`src/rtl/vlsa_pkg.sv`:
```
package vlsa_pkg;

    typedef enum logic [0:0] {
        ST_IDLE   = 1'b0,
        ST_EXTEND = 1'b1
    } vlsa_state_t;

endpackage

```
`src/rtl/vlsa_slice.sv`:
```
// One slice: ripple-carry adder with a bypass multiplexer on its carry out.
module vlsa_slice #(
    parameter int SLICE_W = 4
) (
    input  logic [SLICE_W-1:0] a_in,
    input  logic [SLICE_W-1:0] b_in,
    input  logic               c_in,
    output logic [SLICE_W-1:0] s_out,
    output logic               c_out,
    output logic               prop_all
);

    logic [SLICE_W-1:0] prop_bit;
    logic [SLICE_W-1:0] gen_bit;
    logic [SLICE_W:0]   ripple;

    assign ripple[0] = c_in;

    for (genvar i = 0; i < SLICE_W; i++) begin : g_bit
        assign prop_bit[i]  = a_in[i] ^ b_in[i];
        assign gen_bit[i]   = a_in[i] & b_in[i];
        assign ripple[i+1]  = gen_bit[i] | (prop_bit[i] & ripple[i]);
        assign s_out[i]     = prop_bit[i] ^ ripple[i];
    end

    assign prop_all = &prop_bit;

    // Bypass: when every bit propagates, forward the incoming carry directly.
    always_comb begin
        if (prop_all) begin
            c_out = c_in;
        end else begin
            c_out = ripple[SLICE_W];
        end
    end

endmodule

```
`src/rtl/vlsa_core.sv`:
```
// Chain of slices with carry bypass; purely combinational.
module vlsa_core #(
    parameter int WIDTH   = 16,
    parameter int SLICE_W = 4
) (
    input  logic [WIDTH-1:0]             op_a,
    input  logic [WIDTH-1:0]             op_b,
    input  logic                         op_c,
    output logic [WIDTH-1:0]             res_sum,
    output logic                         res_carry,
    output logic [WIDTH/SLICE_W-1:0]     slice_prop
);

    localparam int NSLICE = WIDTH / SLICE_W;

    logic [NSLICE:0] carry_link;

    assign carry_link[0] = op_c;

    for (genvar k = 0; k < NSLICE; k++) begin : g_slice
        vlsa_slice #(.SLICE_W(SLICE_W)) u_slice (
            .a_in     (op_a[k*SLICE_W +: SLICE_W]),
            .b_in     (op_b[k*SLICE_W +: SLICE_W]),
            .c_in     (carry_link[k]),
            .s_out    (res_sum[k*SLICE_W +: SLICE_W]),
            .c_out    (carry_link[k+1]),
            .prop_all (slice_prop[k])
        );
    end

    assign res_carry = carry_link[NSLICE];

endmodule

```
`src/rtl/vlsa_chain_detect.sv`:
```
// Flags operands whose carry could cross two neighbouring slices.
module vlsa_chain_detect #(
    parameter int NSLICE = 4
) (
    input  logic [NSLICE-1:0] slice_prop,
    output logic              long_chain
);

    logic [NSLICE-2:0] pair_hit;

    for (genvar k = 0; k < NSLICE - 1; k++) begin : g_pair
        assign pair_hit[k] = slice_prop[k] & slice_prop[k+1];
    end

    assign long_chain = |pair_hit;

endmodule

```
`src/rtl/vlsa_ctrl.sv`:
```
// Latency controller: idle, or one extra cycle for long carry chains.
module vlsa_ctrl
    import vlsa_pkg::*;
(
    input  logic        clk,
    input  logic        rst_n,
    input  logic        start,
    input  logic        long_chain,
    output vlsa_state_t state_q,
    output logic        accept,
    output logic        finish,
    output logic        extend
);

    vlsa_state_t state_d;

    always_ff @(posedge clk or negedge rst_n) begin
        if (!rst_n) begin
            state_q <= ST_IDLE;
        end else begin
            state_q <= state_d;
        end
    end

    always_comb begin
        state_d = state_q;
        unique case (state_q)
            ST_IDLE: begin
                if (start && long_chain) begin
                    state_d = ST_EXTEND;   // IDLE_TO_EXTEND
                end else begin
                    state_d = ST_IDLE;     // IDLE_STAY
                end
            end
            ST_EXTEND: begin
                state_d = ST_IDLE;         // EXTEND_TO_IDLE
            end
            default: state_d = ST_IDLE;
        endcase
    end

    always_comb begin
        accept = 1'b0;
        finish = 1'b0;
        extend = 1'b0;
        unique case (state_q)
            ST_IDLE: begin
                accept = start;
                finish = start && !long_chain;
            end
            ST_EXTEND: begin
                finish = 1'b1;
                extend = 1'b1;
            end
            default: begin
                accept = 1'b0;
            end
        endcase
    end

endmodule

```
`src/rtl/varlat_skip_adder.sv`:
```
module varlat_skip_adder
    import vlsa_pkg::*;
#(
    parameter int WIDTH   = 16,
    parameter int SLICE_W = 4
) (
    input  logic             clk,
    input  logic             rst_n,
    input  logic             start,
    input  logic [WIDTH-1:0] a,
    input  logic [WIDTH-1:0] b,
    input  logic             cin,
    output logic [WIDTH-1:0] sum,
    output logic             cout,
    output logic             done,
    output logic             busy
);

    localparam int NSLICE = WIDTH / SLICE_W;

    vlsa_state_t      state_q;
    logic             accept;
    logic             finish;
    logic             extend;
    logic             long_chain;
    logic [WIDTH-1:0] held_a;
    logic [WIDTH-1:0] held_b;
    logic             held_c;
    logic [WIDTH-1:0] op_a;
    logic [WIDTH-1:0] op_b;
    logic             op_c;
    logic [WIDTH-1:0] core_sum;
    logic             core_carry;
    logic [NSLICE-1:0] slice_prop;

    // In the extra cycle the adder works on the held operands.
    always_comb begin
        if (extend) begin
            op_a = held_a;
            op_b = held_b;
            op_c = held_c;
        end else begin
            op_a = a;
            op_b = b;
            op_c = cin;
        end
    end

    vlsa_core #(.WIDTH(WIDTH), .SLICE_W(SLICE_W)) u_core (
        .op_a       (op_a),
        .op_b       (op_b),
        .op_c       (op_c),
        .res_sum    (core_sum),
        .res_carry  (core_carry),
        .slice_prop (slice_prop)
    );

    vlsa_chain_detect #(.NSLICE(NSLICE)) u_detect (
        .slice_prop (slice_prop),
        .long_chain (long_chain)
    );

    vlsa_ctrl u_ctrl (
        .clk        (clk),
        .rst_n      (rst_n),
        .start      (start),
        .long_chain (long_chain),
        .state_q    (state_q),
        .accept     (accept),
        .finish     (finish),
        .extend     (extend)
    );

    always_ff @(posedge clk or negedge rst_n) begin
        if (!rst_n) begin
            held_a <= '0;
            held_b <= '0;
            held_c <= 1'b0;
        end else if (accept) begin
            held_a <= a;
            held_b <= b;
            held_c <= cin;
        end
    end

    always_ff @(posedge clk or negedge rst_n) begin
        if (!rst_n) begin
            sum  <= '0;
            cout <= 1'b0;
            done <= 1'b0;
        end else begin
            done <= finish;
            if (finish) begin
                sum  <= core_sum;
                cout <= core_carry;
            end
        end
    end

    assign busy = (state_q == ST_EXTEND);

endmodule

```
`config.mk`:
```
export PLATFORM = sky130hd
export DESIGN_NAME = varlat_skip_adder
export DESIGN_NICKNAME = d
export VERILOG_FILES = /design/src/rtl/vlsa_pkg.sv /design/src/rtl/vlsa_slice.sv /design/src/rtl/vlsa_core.sv /design/src/rtl/vlsa_chain_detect.sv /design/src/rtl/vlsa_ctrl.sv /design/src/rtl/varlat_skip_adder.sv
export SDC_FILE = /design/constraint.sdc
export NUM_CORES = 1
export LEC_CHECK = 0
export ABC_AREA = 1
export BUFFER_PORTS_ARGS = -buffer_cell sky130_fd_sc_hd__buf_2
export CAP_MARGIN = 0
export CORE_ASPECT_RATIO = 1.25
export CORE_UTILIZATION = 40
export DETAILED_ROUTE_END_ITERATION = 8
export PLACE_DENSITY = 0.61
export SYNTH_ARGS = -nofsm -noshare
export SYNTH_HDL_FRONTEND = slang
export SYNTH_HIERARCHICAL = 1
export SYNTH_SLANG_ARGS = --single-unit
```
`constraint.sdc`:
```
create_clock -name clk -period 7.2 [get_ports clk]
set_input_delay 1.08 -clock clk [delete_from_list [all_inputs] [get_ports clk]]
set_output_delay 1.08 -clock clk [all_outputs]
set_load 0.01 [all_outputs]
```
==> results.py <==
metrics = {
    "sta": {
        "maxSlewHeadroom": 0.4669,
        "maxSlewViolCount": 0,
        "setup_tns_ns": 0,
        "hold_viol": 0,
        "worst_clock_skew_ns": 0.01525,
        "tightestPinTransition_ns": 0.7978,
        "rsz0062_at_grt": "true",
        "clock.fmax_mhz": 144.0,
        "fin_crit_sh": 0.9647,
        "setup_viol_count_final": 0,
        "period_needed_ns": 6.946,
        "setup_ws_ns": 0.2539,
    },
    "worst_setup_path": {
        "cp-end-kind": "flip-flop",
        "rr_startpoint": "u_ctrl/state_q",
        "crit_type": "in2reg",
        "reg2reg_slack_ns": 0.33,
        "cp-start-kind": "primary input",
        "max_stage_delay_ns": 0.43,
        "cp_slowest_cell": "fa_2",
        "path_common_cell": "fa_2",
        "crit_required_ns": 7.44,
        "path_max_fanout": 2,
        "cp-startpoint": "a[0]",
        "cp.arrival_ns": 7.19,
    },
    "clock_tree": {
        "cts.sinks": 52,
        "cts_hold_buf": 0,
        "clk_pin_slew_ns": 0.10,
        "cts_buffer_depth": 2,
        "cts-root-buf": "clkbuf_8",
        "clock_latency_ns": 0.31,
        "cts_tree": "built",
        "cts_htree_levels": 2,
        "numCtsBuffers": 5,
    },
    "floorplan": {
        "start_util": 0.4214,
        "die_h_um": 104.2,
        "num_rows": 36,
        "dieWidth_um": 83.74,
        "coreArea_mm2": 0.007928,
        "pin_count": 55,
        "dieArea_mm2": 0.008724,
    },
    "detailed_routing": {
        "wl_per_cell_um": 11.77,
        "via_count": 2595,
        "drt_wl_total_um": 6802,
        "via_per_inst": 4.490,
        "drt_iter0_drc": 121,
        "ant_nets": 0,
        "drtPass1Iterations": 4,
        "route.detailed.drc": 0,
    },
    "finish": {
        "fill_cells": 808,
        "area_growth_pct": 13.03,
        "drive_above_1_share": 0.2857,
        "diodes": 0,
        "fin_nets": 550,
    },
    "logic_synthesis": {
        "synthMuxAreaShare": 0,
        "yosysTopAreaCell": "dfrtp_1",
        "yosysSeqAreaShare": 0.3895,
        "yosysTopAreaCellShare": 0.3895,
        "ys.flop_type": "dfrtp_1",
        "yosysUniqueCellTypes": 16,
        "synth-xor-area-share": 0,
        "synth-edff-count": 0,
        "post-synth-top-count-cell": "nand2_1",
        "async_flop_share": 1.000,
        "synth-simple-area-share": 0.3322,
        "synthAdderAreaFrac": 0.1558,
        "syn_avg_cell_area_um2": 7.769,
        "synth_cells": 430,
        "synthTopCellsByArea": "dfrtp_1 (39%), nand2_1 (28%), fa_1 (9.6%)",
        "synthTopCellsByCount": "nand2_1 (251), dfrtp_1 (52), inv_1 (43)",
        "ys_ff_latch": 52,
        "synth_area_mm2": 0.003341,
        "synth_compound_area_frac": 0.005993,
        "synth_nets": 498,
        "yosys_warnings": 6,
        "synth_top_family_by_area": "simple AND/OR/NAND/NOR gates",
    },
    "global_routing": {
        "grt_start_max_net_pins": 53,
        "grt_pass1_vias": 2678,
        "grt_usage": 0.1717,
        "antenna_found_initial": 0,
        "grt_overflow": 0,
        "grt_first_pass_wirelength_um": 12100,
    },
    "pwr": {
        "max-vdd-ir-drop_mv": 0.09135,
        "p_leak_uw": 0.002182,
        "power_density_mw_per_mm2": 191.2,
        "p_total_uw": 721.8,
    },
    "placed_design": {
        "io_buffers": 54,
        "place_hpwl_um": 5011,
        "gp_congestion": 0.8080,
        "post-place-ws_ns": -0.2420,
    },
    "flow_run": {
        "drv_cap": 0,
    },
    "min_path": {
        "min_path_type": "reg2reg",
        "min_from": "sum[4]",
    },
    "outcome": {
        "status": "finished, final reports clean",
    },
}
-- critical path: cells and delay by family --
kind	cells	cell delay [ns]
buffers and inverters	17	0.89
adders and majority gates	16	4.55
AOI/OAI and AO/OA	3	0.16
and+or+nand+nor	7	0.50
-- kinds of logic after synthesis --
kind of cell,after synthesis
and+or+nand+nor,278
adders and majority gates,32
DFF,52
AOI/OAI and AO/OA,4
buffers and inverters,64
-- stage by stage --
stage | std cells | instance area (um^2) | hold WS [ns] | util
after floorplan | 430 | 3341 | 0.4417 | -
after global placement | 568 | 3588 | 0.4509 | 0.4527
after detailed placement | 568 | 3588 | 0.4539 | 0.4527
after CTS | 576 | 3682 | 0.4780 | 0.4645
after global routing | 578 | 3776 | 0.5019 | 0.4763
final | 578 | 3776 | 0.4738 | 0.4763
-- power by group --
group | total, uW | switching, uW | leakage (uW) | internal [uW]
Combinational | 191 | 113 | 0.00150 | 77.9
Sequential | 353 | 21.7 | 0.000634 | 331
Clock | 178 | 99.5 | 0.0000445 | 78.4
-- worst paths after layout --
path	end	cells after the start
max in group asynchronous	held_b[8]	2
setup reg to reg	sum[15]	43
hold reg to reg	sum[4]	2
min in group asynchronous	held_c	2
hold / removal	sum[4]	2
setup / recovery	sum[15]	43
-- final cells by class --
class / count / area [um^2] / area share
clock buffers: 7 / 86.33 / 0.02286
clock inverters: 1 / 7.507 / 0.001988
inverters: 46 / 192.7 / 0.05103
multi-input cells: 314 / 1713 / 0.4536
flip-flops and latches: 52 / 1301 / 0.3446
well taps: 95 / 118.9 / 0.03148
repair buffers: 63 / 356.6 / 0.09443
-- metal layers --
metal | global-route usage | wire (um) | vias to the layer above
li1 | - | - | 1341
met1 | 0.2153 | 3166 | 1197
met2 | 0.2991 | 3299 | 48
met3 | 0.02381 | 223 | 9
met4 | 0.06295 | 112 | 0
met5 | 0 | 0 | -
-- flip-flops by register name, indices dropped and copies added, names as in the netlist --
name	flops
cout	1
done	1
held_a	16
held_b	16
held_c	1
sum	16
u_ctrl/state_q	1
-- layout by cell type, fill, tap and decap left out, drive strengths merged --
cell type  instances
inv               46
nor2               6
o21ai              4
dfrtp             52
fa                16
buf               63
nand2            271
clkbuf             7
ha                16
clkinvlp           1
nand3              1
-- repair_timing --
item / CTS / global route
buffers inserted: 0 / 2
resized for setup: 0 / 46
setup endpoints to repair: 0 / 3
Note: power is estimated with default switching activity, not from simulation.
